$ cat config.mk
export PLATFORM = sky130hd
export DESIGN_NAME = ts_sync_inserter
export DESIGN_NICKNAME = d
export VERILOG_FILES = /design/src/rtl/ts_sync_inserter.sv
export SDC_FILE = /design/constraint.sdc
export NUM_CORES = 1
export LEC_CHECK = 0
export ABC_AREA = 1
export ABC_CLOCK_PERIOD_IN_PS = 2400
export CAP_MARGIN = 10
export CORE_MARGIN = 2
export CORE_UTILIZATION = 51
export CTS_BUF_LIST = sky130_fd_sc_hd__clkbuf_4
export DETAILED_ROUTE_END_ITERATION = 8
export GPL_TIMING_DRIVEN = 0
export HOLD_SLACK_MARGIN = 0.12
export PLACE_DENSITY_LB_ADDON = 0.3
export SETUP_SLACK_MARGIN = 0.15
export SKIP_LAST_GASP = 1
export SYNTH_ARGS = -nofsm -noshare
export SYNTH_HDL_FRONTEND = slang
export SYNTH_SLANG_ARGS = --single-unit
$ cat constraint.sdc
create_clock -name clk -period 2.4 [get_ports clk]
set_input_delay 0.6 -clock clk [delete_from_list [all_inputs] [get_ports clk]]
set_output_delay 0.6 -clock clk [all_outputs]
set_load 0.01 [all_outputs]
$ cat src/rtl/ts_sync_inserter.sv
module ts_sync_inserter #(
  parameter int          LW          = 8,
  parameter logic [7:0]  STD_SYNC    = 8'h47,
  parameter int          LOCK_HITS   = 3,
  parameter int          LOSE_MISSES = 3
) (
  input  logic          clk,
  input  logic          rst_n,
  input  logic          in_valid,
  input  logic          serial_mode,
  input  logic [7:0]    par_byte,
  input  logic          ser_bit,
  input  logic          ext_mode,
  input  logic          frame_start,
  input  logic          use_custom,
  input  logic [7:0]    custom_sync,
  input  logic [LW-1:0] pkt_len,
  input  logic          err_in,
  output logic          out_valid,
  output logic          out_sop,
  output logic [7:0]    out_byte,
  output logic          locked
);
  localparam int CW = $clog2((LOCK_HITS > LOSE_MISSES ? LOCK_HITS : LOSE_MISSES) + 1);

  logic [7:0]    shreg, sh_next, sync_val, byte_d, out_d;
  logic [2:0]    bcnt, pcnt, cur;
  logic          aligned, fs_pend, byte_v, byte_fs, tracking, err_q;
  logic [CW-1:0] hits, misses;
  logic [LW-1:0] pos;
  logic          pos0, pos_last, match, acquire, lose, emit, start, fresh, drop;

  assign sync_val = use_custom ? custom_sync : STD_SYNC;
  assign sh_next  = {shreg[6:0], ser_bit};
  assign byte_d   = serial_mode ? sh_next : par_byte;
  assign match    = byte_d == sync_val;
  assign pos0     = pos == '0;
  assign pos_last = pos == pkt_len - LW'(1);

  always_comb begin
    if (!serial_mode) begin
      byte_v  = in_valid;
      byte_fs = ext_mode && frame_start;
    end else if (ext_mode) begin
      byte_v  = in_valid && aligned && bcnt == 3'd7 && !frame_start;
      byte_fs = fs_pend;
    end else begin
      byte_v  = in_valid && (aligned ? bcnt == 3'd7 : match);
      byte_fs = 1'b0;
    end
  end

  assign acquire = !ext_mode && tracking && !locked && pos0 && match && hits == CW'(LOCK_HITS - 1);
  assign lose    = !ext_mode && tracking && locked && pos0 && !match && misses == CW'(LOSE_MISSES - 1);
  assign drop    = byte_v && !ext_mode && tracking && pos0 && !match && (!locked || lose);
  assign start   = ext_mode ? (byte_fs || (locked && pos0)) : (tracking && pos0);
  assign emit    = byte_v && (ext_mode ? (byte_fs || locked) : ((locked && !lose) || acquire));
  assign fresh   = ext_mode ? !locked : acquire;
  assign cur     = fresh ? 3'd0 : pcnt;
  assign out_d   = start ? ((cur == 3'd0) ? ~sync_val : sync_val)
                 : (pos == LW'(1)) ? {byte_d[7] | err_q, byte_d[6:0]} : byte_d;

  always_ff @(posedge clk) begin
    if (!rst_n) begin
      shreg   <= '0;
      bcnt    <= '0;
      aligned <= 1'b0;
      fs_pend <= 1'b0;
    end else if (in_valid && serial_mode) begin
      shreg <= sh_next;
      if (ext_mode) begin
        if (frame_start) begin
          aligned <= 1'b1;
          bcnt    <= 3'd1;
          fs_pend <= 1'b1;
        end else if (aligned) begin
          bcnt <= bcnt + 3'd1;
          if (bcnt == 3'd7) fs_pend <= 1'b0;
        end
      end else if (aligned) begin
        bcnt <= bcnt + 3'd1;
        if (drop) aligned <= 1'b0;
      end else if (match) begin
        aligned <= 1'b1;
        bcnt    <= 3'd0;
      end
    end
  end

  always_ff @(posedge clk) begin
    if (!rst_n) begin
      pos      <= '0;
      tracking <= 1'b0;
      locked   <= 1'b0;
      hits     <= '0;
      misses   <= '0;
      pcnt     <= '0;
      err_q    <= 1'b0;
    end else if (byte_v) begin
      if (ext_mode) begin
        if (start) begin
          pos    <= LW'(1);
          pcnt   <= cur + 3'd1;
          locked <= 1'b1;
          err_q  <= err_in;
        end else if (locked) begin
          pos <= pos_last ? '0 : pos + LW'(1);
        end
      end else if (!tracking) begin
        if (match) begin
          tracking <= 1'b1;
          hits     <= CW'(1);
          misses   <= '0;
          pos      <= LW'(1);
        end
      end else if (pos0) begin
        pos <= LW'(1);
        if (match) begin
          misses <= '0;
          if (!locked && hits != CW'(LOCK_HITS - 1)) hits <= hits + CW'(1);
        end else if (!locked) begin
          tracking <= 1'b0;
          hits     <= '0;
        end else if (lose) begin
          tracking <= 1'b0;
          locked   <= 1'b0;
          misses   <= '0;
          hits     <= '0;
        end else begin
          misses <= misses + CW'(1);
        end
        if (acquire) locked <= 1'b1;
        if (emit) begin
          pcnt  <= cur + 3'd1;
          err_q <= err_in;
        end
      end else begin
        pos <= pos_last ? '0 : pos + LW'(1);
      end
    end
  end

  always_ff @(posedge clk) begin
    if (!rst_n) begin
      out_valid <= 1'b0;
      out_sop   <= 1'b0;
      out_byte  <= '0;
    end else begin
      out_valid <= emit;
      out_sop   <= emit && start;
      out_byte  <= out_d;
    end
  end

  assert_sop_valid_R5: assert property (@(posedge clk) disable iff (!rst_n)
    out_sop |-> out_valid);
  assert_sop_sync_R4: assert property (@(posedge clk) disable iff (!rst_n)
    out_sop |-> (out_byte == $past(sync_val) || out_byte == ~$past(sync_val)));
  assert_first_inverted_R4: assert property (@(posedge clk) disable iff (!rst_n)
    $rose(locked) |-> (out_sop && out_byte == ~$past(sync_val)));
  assert_out_needs_lock_R2: assert property (@(posedge clk) disable iff (!rst_n)
    out_valid |-> locked);
  assert_out_after_strobe_R2: assert property (@(posedge clk) disable iff (!rst_n)
    out_valid |-> $past(in_valid));
endmodule

=== After elaboration in Yosys (flattened, before gate mapping) ===
Cells that the tools add are included.

* $add $sub $neg: 6
* Equality and inequality tests: 16
* Muxes and demuxes: 68
* Bitwise operators: 3
* Reduce and logical (&&, ||, !) cells: 54

{| class="wikitable"
|+ Operator list
! cell !! number
|-
| $mux 8 || 12
|-
| $mux 3 || 11
|-
| $mux 1 || 32
|-
| $logic_and 1x1->1 || 26
|-
| $mux 2 || 13
|-
| $eq 8x8->1 || 2
|-
| $reduce_and 5->1 || 3
|-
| $reduce_bool 2->1 || 6
|-
| $ne 3x2->1 const B || 3
|-
| $add 8x1->8 const B || 1
|-
| $eq 8x1->1 const B || 1
|-
| $logic_not 8->1 || 1
|-
| $not 8->8 || 1
|-
| $sub 8x1->8 const B || 1
|-
| $add 3x1->3 const B || 2
|-
| $ne 2x1->1 const B || 3
|-
| $ne 3x1->1 const B || 2
|-
| $reduce_and 3->1 || 2
|-
| $reduce_and 6->1 || 1
|-
| $reduce_bool 3->1 || 2
|-
| $logic_not 1->1 || 5
|-
| $add 2x1->2 const B || 2
|-
| $eq 2x2->1 const B || 2
|-
| $logic_or 1x1->1 || 4
|-
| 8 further kinds || 9
|}

* Bits in registers: 40
* Input bits: 33
* Output and inout bits: 11
* Word-level logic and storage cells: 161

=== Logic depth before layout (Yosys ltp) ===
Gate-level depths: netlist of run 1.

* Word-level depth: 15
* Mapped depth: 21
* Gate-level depth less buffers: 21

=== Worst setup path before layout of run 1 ===
Ideal clock, no wire load.

* Path kind: input-to-reg
* Start point: input port serial_mode
* End point: register out_byte[6]
* Setup time: 0.117 ns
* Arrival time: 2.209 ns
* Required time: 2.283 ns
* Path slack: 0.073 ns
* Cell stages on the path: 20
* Path buffers: 1
* Path through: inv_2 nand2_1 nand2_1 nand2_1 nand2_1 nand2_2 nor2_4 nand2_4 clkinv_2 nand2_2 nand2_1 inv_1 nand2_1 ha_1 buf_2 nand2_2 nand2_1 nand2_1 nor2_1 nor2_1

* Word-level cells in the longest chain between the ends: 9
* Elaborated cells on any way between the ends: 13

{| class="wikitable"
|+ RTL lines
! what !! RTL line !! text
|-
| start: declaration || 10 || <nowiki>input logic serial_mode,</nowiki>
|-
| $mux 8 || 35 || <nowiki>assign byte_d = serial_mode ? sh_next : par_byte;</nowiki>
|-
| $eq 8x8->1 || 36 || <nowiki>assign match = byte_d == sync_val;</nowiki>
|-
| $logic_and 1x1->1 (2 in a row) || 53 || <nowiki>assign acquire = !ext_mode && tracking && !locked && pos0 && match && hits == CW'(LOCK_HITS - 1);</nowiki>
|-
| $mux 1 || 58 || <nowiki>assign fresh = ext_mode ? !locked : acquire;</nowiki>
|-
| $mux 3 || 59 || <nowiki>assign cur = fresh ? 3'd0 : pcnt;</nowiki>
|-
| $logic_not 3->1 || 60 || <nowiki>assign out_d = start ? ((cur == 3'd0) ? ~sync_val : sync_val)</nowiki>
|-
| $mux 8 || 60 ||
|-
| $mux 8 (*) || 60 ||
|-
| end signal: assignment || 151 || <nowiki>out_byte <= out_d;</nowiki>
|-
| end: declaration || 21 || <nowiki>output logic [7:0] out_byte,</nowiki>
|}

Mark *: on every way between the ends. The rest lies on a longest branch, timed or not.
A chain may end at the register's enable or synchronous reset.

=== Worst setup path after layout of run 1 ===
* Start point: input port use_custom
* End point: register out_byte[2]

* Word-level cells in the longest chain between the ends: 9
* Elaborated cells on any way between the ends: 10

{| class="wikitable"
|+ RTL lines
! what !! RTL line !! text
|-
| start: declaration || 15 || <nowiki>input logic use_custom,</nowiki>
|-
| $mux 8 (*) || 33 || <nowiki>assign sync_val = use_custom ? custom_sync : STD_SYNC;</nowiki>
|-
| $eq 8x8->1 || 36 ||
|-
| $logic_and 1x1->1 (2 in a row) || 53 ||
|-
| $mux 1 || 58 ||
|-
| $mux 3 || 59 ||
|-
| $logic_not 3->1 || 60 ||
|-
| $mux 8 (*) (2 in a row) || 60 ||
|}

Marked as above.

==> results.json, run 1 <==
{
  "die_h_um": 79.71,
  "wl_met1_um": 3707,
  "cts.sinks": 40,
  "syn-instance-count": 463,
  "synth_cell_types": 39,
  "slew_headroom_pct": 48.87,
  "status": "finished clean",
  "routedWlPerCell_um": 14.03,
  "synth_edf_count": 0,
  "fillers": 395,
  "end_kind": "flip-flop",
  "drive_gt1_share_pct": 27.50,
  "rr_worst_depth": 17,
  "wl_um": 8713,
  "synth-warning-count": 0,
  "grt_max_degree": 13,
  "synth.area.top_cells": "dfxtp_1, nand2_1, nor2_1",
  "cp.required_ps": 2660,
  "dr_total_vias": 3320,
  "crit_start": "use_custom",
  "hold_buffers": 0,
  "cts_htree_levels": 2,
  "fmaxAchievable_mhz": 437.3,
  "synth.cell_area_um2": 2923,
  "die-area_um2": 6353,
  "synthArstFlopShare_pct": 0,
  "clock_skew_ps": 6.373,
  "ys_seq_elements": 40,
  "final.period_utilization_pct": 95.28,
  "dpl_cell_area_um2": 3453,
  "die_w_um": 79.71,
  "final_common_cell": "nand2_1",
  "stdcell_area_um2": 4016,
  "io_buffers": 42,
  "startpoint_type": "primary input",
  "regArea_um2": 814.5,
  "postSynthAreaPerCell_um2": 6.313,
  "finalPower_uw": 1642,
  "dp_hpwl_um": 5452,
  "gp_congestion": 0.9001,
  "root_buffer": "clkbuf_4",
  "met2WireLength_um": 4280,
  "grt_overflow": 0,
  "clk_pin_slew_ps": 120,
  "worstSkewPairLatency_ps": 360,
  "start_util_pct": 53.08,
  "power_density_nw_per_um2": 408.9,
  "grt_pass1_vias": 2957,
  "clockBufferDepth": 2,
  "core_um2": 5507,
  "final_nets": 590,
  "drc": 0,
  "yosys_most_used_dff": "dfxtp_1",
  "grt_usage_pct": 25.64,
  "rsz0062_at_grt": "yes",
  "highest_layer": "met4",
  "netlist.area_leader.share_pct": 27.40,
  "tightest_slew_ps": 758.9,
  "min_path_type": "reg2reg",
  "cp_max_fo": 7,
  "rows": 27,
  "max-vdd-ir-drop_uv": 241.4,
  "path_class": "in2reg",
  "dr_wl_met3_um": 531,
  "hold_viol": 0,
  "io_pins": 44,
  "fin_ws_ps": 113.2,
  "pre_cts_ws_ps": -802.7,
  "setup_violations": 0,
  "leakage_uw": 0.002029,
  "ant_nets": 0,
  "holdCritStartpoint": "fs_pend",
  "holdPathStages": 2,
  "tritoncts": "done",
  "multi_input_area_um2": 1986,
  "grt_antenna_before_repair": 0,
  "area_growth_pct": 37.41,
  "reg2reg_from": "pos[0]",
  "grt_pass1_wl_um": 12930,
  "syn_nets": 505,
  "min_period_ps": 2287,
  "report.final.slew_viol_count": 0,
  "antenna_cells": 0,
  "drv_cap": 0,
  "post_drt_via_cell_ratio": 5.346,
  "final_cell_mix": "nand2_1, nor2_1, inv_1, nand3_1",
  "dr.pass1.iters": 5,
  "arrival_ps": 2550,
  "ys_seq_area_share_pct": 27.40,
  "cts-buffers-inserted": 5,
  "drtIter0Drc": 197,
  "tns_ps": 0,
  "yosysTopAreaCell": "dfxtp_1"
}
where the power goes:
group | switching (uW) | internal [uW] | leakage [uW]
clock | 243 | 213 | 0.0000403
combinational | 264 | 209 | 0.00166
sequential | 20.5 | 693 | 0.000330
cells by family (layout without fill, tap and decap cells):
group,count (synthesis),after routing,synth area share (%)
buffers and inverters,75,161,10.79
and+or+nand+nor,271,271,42.21
AOI/OAI and AO/OA,54,54,11.09
adders and majority gates,9,9,3.853
DFF,40,40,27.40
xor gates and xnor gates,14,14,4.666
registers in the layout, indices dropped and copies added, names as in the netlist, 2 cells and up:
name	count
shreg	7
pcnt	3
pos	8
out_byte	8
hits	2
misses	2
bcnt	3
area by class of cell:
class / instances / share of cell area [%]
timing repair buffer: 78 / 17.76
buffer: 11 / 2.056
sequential: 40 / 20.28
inverter: 64 / 6.355
clock inverter: 3 / 0.9346
clock buffer: 5 / 0.9346
tap: 72 / 2.243
multi-input combinational: 348 / 49.44
critical path: stages:
cell,delay [ps]
buf_2,200
inv_2,90
nor2_2,160
nand3_1,90
nand2_1,100
nand2_2,70
nor2_4,160
nand2_4,80
clkinv_4,60
nand2_4,60
nand2_4,90
inv_2,50
nand2_4,70
ha_4,150
buf_6,130
nand2_8,80
nand2_2,60
nand2_1,60
nor2_1,130
nor2_1,50
final timing paths:
check	end	slack, ps
worst max register to register	out_byte[2]	120
worst min register to register	fs_pend	490
worst max-delay path	out_byte[2]	110
worst min-delay path	fs_pend	490
metal layers:
layer / vias up / GRT usage (%)
met5: - / 0
met4: 0 / 9.828
met3: 24 / 5.317
met2: 130 / 44.79
met1: 1534 / 30.64
li1: 1632 / -
synthesized netlist by cell type, types with 2 or more instances:
cell	number
o211ai_1	3
o21ai_1	4
a21oi_2	5
nor2_4	3
nand2_4	2
inv_2	3
ha_1	9
a211oi_1	3
nand3_2	2
nor2_1	74
clkbuf_1	2
nor3_1	5
nand3_1	39
nand2_2	13
buf_2	5
xnor2_1	4
nor2_2	7
nand2_1	116
buf_6	2
xor2_1	9
o21ai_0	20
o21ai_2	3
inv_1	59
nand4_1	5
dfxtp_1	40
a21oi_1	11
a31oi_1	3
per-stage QoR:
| step | cells | hold WS (ps) | util, % |
|---|---|---|---|
| after floorplan | 463 | 440.2 | - |
| after global placement | 577 | 463.9 | 62.71 |
| after detailed placement | 577 | 471.2 | 62.71 |
| after CTS | 602 | 489.4 | 67.78 |
| after global routing | 621 | 514.0 | 72.94 |
| final | 621 | 487.7 | 72.94 |
what timing repair did:
action / CTS / global route
cloned: 1 / 0
buffers inserted: 16 / 19
resized for setup: 33 / 69
pin swaps: 14 / 40
setup endpoints to repair: 31 / 28
No activity file was read; power rests on OpenSTA's default activity.
==> run 2: changes to the inputs <==
--- a/config.mk
+++ b/config.mk
@@ -8,12 +8,11 @@
 export ABC_AREA = 1
 export ABC_CLOCK_PERIOD_IN_PS = 2400
 export CAP_MARGIN = 10
-export CORE_MARGIN = 2
 export CORE_UTILIZATION = 51
 export CTS_BUF_LIST = sky130_fd_sc_hd__clkbuf_4
 export DETAILED_ROUTE_END_ITERATION = 8
 export GPL_TIMING_DRIVEN = 0
-export HOLD_SLACK_MARGIN = 0.12
+export HOLD_SLACK_MARGIN = 0.06
 export PLACE_DENSITY_LB_ADDON = 0.3
 export SETUP_SLACK_MARGIN = 0.15
 export SKIP_LAST_GASP = 1
==> run 2 against run 1 <==
  * Cell count grew 1.4%
  * Hold slack got worse by 2.2 ps
  * Wire length increased by 4.6%
  * Final area rose by 2.5%
  * Non-clock buffer count up 10
  * Global-route usage up 3.1 points
  * Combinational power is 6.8% higher
  * Sequential power barely moved
  * Largest cell class unchanged
  * Critical path depth unchanged
  * Worst setup slack better by 5.7 ps
  * Clock skew is 5.1 ps higher
==> results.json, run 2 (synthesis gave the netlist of run 1 again) <==
{
  "reg_top3": "out_byte (8), pos (8), shreg (7)",
  "rows": 27,
  "cp_max_fo": 8,
  "cp.required_ps": 2680,
  "pre_cts_ws_ps": -787.4,
  "grt_antenna_before_repair": 0,
  "wl_met1_um": 3698,
  "clk_pin_slew_ps": 130,
  "stdcell_area_um2": 4118,
  "status": "finished clean",
  "finalPower_uw": 1578,
  "start_util_pct": 53.08,
  "final.period_utilization_pct": 95.05,
  "dr.pass1.iters": 5,
  "hold_viol": 0,
  "path_class": "in2reg",
  "tns_ps": 0,
  "cts.sinks": 40,
  "worstSkewPairLatency_ps": 370,
  "final_common_cell": "nand2_1",
  "end_kind": "flip-flop",
  "io_pins": 44,
  "cts-buffers-inserted": 5,
  "met2WireLength_um": 4482,
  "grt_overflow": 0,
  "highest_layer": "met4",
  "fin_cells": 630,
  "max-vdd-ir-drop_uv": 346.3,
  "dr_wl_met3_um": 613,
  "dr_total_vias": 3458,
  "drtIter0Drc": 253,
  "drc": 0,
  "leakage_uw": 0.002085,
  "report.final.slew_viol_count": 0,
  "die-area_um2": 6038,
  "post_drt_via_cell_ratio": 5.489,
  "ant_nets": 0,
  "reg2reg_from": "pos[1]",
  "startpoint_type": "primary input",
  "root_buffer": "clkbuf_4",
  "rsz0062_at_grt": "yes",
  "grt_max_degree": 12,
  "gp_congestion": 0.8867,
  "clockBufferDepth": 2,
  "drv_cap": 0,
  "io_buffers": 42,
  "power_density_nw_per_um2": 383.3,
  "dp_cells": 577,
  "final_nets": 600,
  "clock_skew_ps": 11.48,
  "min_to": "fs_pend",
  "min_period_ps": 2281,
  "dp_hpwl_um": 5376,
  "min_path_type": "reg2reg",
  "antenna_cells": 0,
  "grt_usage_pct": 28.77,
  "die_w_um": 77.71,
  "rr_worst_depth": 17,
  "die_h_um": 77.71,
  "setup_violations": 0,
  "area_growth_pct": 40.88,
  "grt_pass1_vias": 3140,
  "slew_headroom_pct": 55.17,
  "dpl_cell_area_um2": 3453,
  "r2r_end": "out_byte[4]",
  "tightest_slew_ps": 672.5,
  "arrival_ps": 2560,
  "core_um2": 5507,
  "tritoncts": "done",
  "holdPathStages": 2,
  "fillers": 389,
  "r2r_setup_slack_ps": 120,
  "routedWlPerCell_um": 14.46,
  "grt_pass1_wl_um": 13740,
  "holdCritStartpoint": "fs_pend",
  "cts_htree_levels": 2,
  "final_cell_mix": "nand2_1, nor2_1, inv_1, buf_4, nand2_2",
  "drive_gt1_share_pct": 29.93,
  "fin_ws_ps": 118.9,
  "wl_um": 9111,
  "fmaxAchievable_mhz": 438.4
}
==> run 2: cell types whose count changed in the layout (fill, tap and decap cells not counted), moves of 2 or more <==
cell	delta
nand3_2	+2
buf_4	+6
dfxtp_1	-3
clkinv_1	-2
nand3_1	-2
nand2_2	+3
buf_6	+4
dfxtp_2	+3
inv_6	+2
nand2_4	-3
buf_2	-2
==> run 2: power by group <==
part | switching, uW | internal (uW) | leakage [uW]
Combinational | 274 | 231 | 0.00172
Sequential | 21.0 | 693 | 0.000332
Clock | 239 | 119 | 0.0000315
Total | 535 | 1040 | 0.00209
==> run 2: worst max-delay path: stages <==
cell and delay (ps):
buf_4 150, buf_8 140, nand2_2 90, nand3_1 130, nand2_1 130, nand2_2 70, nor2_4 160, nand2_4 80
clkinv_4 60, nand2_4 60, nand2_4 100, inv_4 40, nand2_4 70, ha_4 140, buf_6 140, nand2_8 80
nand2_2 90, nand2_2 50, nor2_2 90, nor2_1 50
==> run 2: worst max-delay path by stage <==
stage	start	end	cells past startpoint
after CTS	custom_sync[1]	pos[4]	19
after floorplan	serial_mode	out_byte[6]	19
after global placement	serial_mode	out_byte[3]	21
after global routing	pos[0]	out_byte[4]	17
final	serial_mode	out_byte[4]	20
after detailed placement	serial_mode	out_byte[2]	21
==> run 2: layer usage <==
layer | global-route usage, % | up-vias
met5 | 0 | -
met4 | 15.85 | 0
met3 | 4.353 | 38
met2 | 48.85 | 172
met1 | 34.58 | 1592
li1 | - | 1656
==> run 2: through the flow <==
stage                     hold slack [ps]  utilization (%)
after floorplan                     440.2                -
after global placement              466.3            62.71
after detailed placement            461.3            62.71
after CTS                           479.4            70.23
after global routing                524.6            74.78
final                               485.6            74.78
==> run 2: what timing repair did <==
item,4_1_cts,5_1_grt
setup endpoints to repair,31,31
hold buffers,0,0
gates cloned,2,0
setup buffers,31,13
pin swaps,17,46
gates resized for setup,42,78
==> run 2: area by class of cell <==
cell class,instances,area (um^2),share of cell area (%)
clock inverters,1,5.005,0.1215
multi-input cells,348,1982,48.13
repair buffers,88,828.3,20.12
plain buffers,11,86.33,2.097
well taps,72,90.09,2.188
inverters,64,262.8,6.381
clock buffers,6,45.04,1.094
flip-flops and latches,40,818.3,19.87
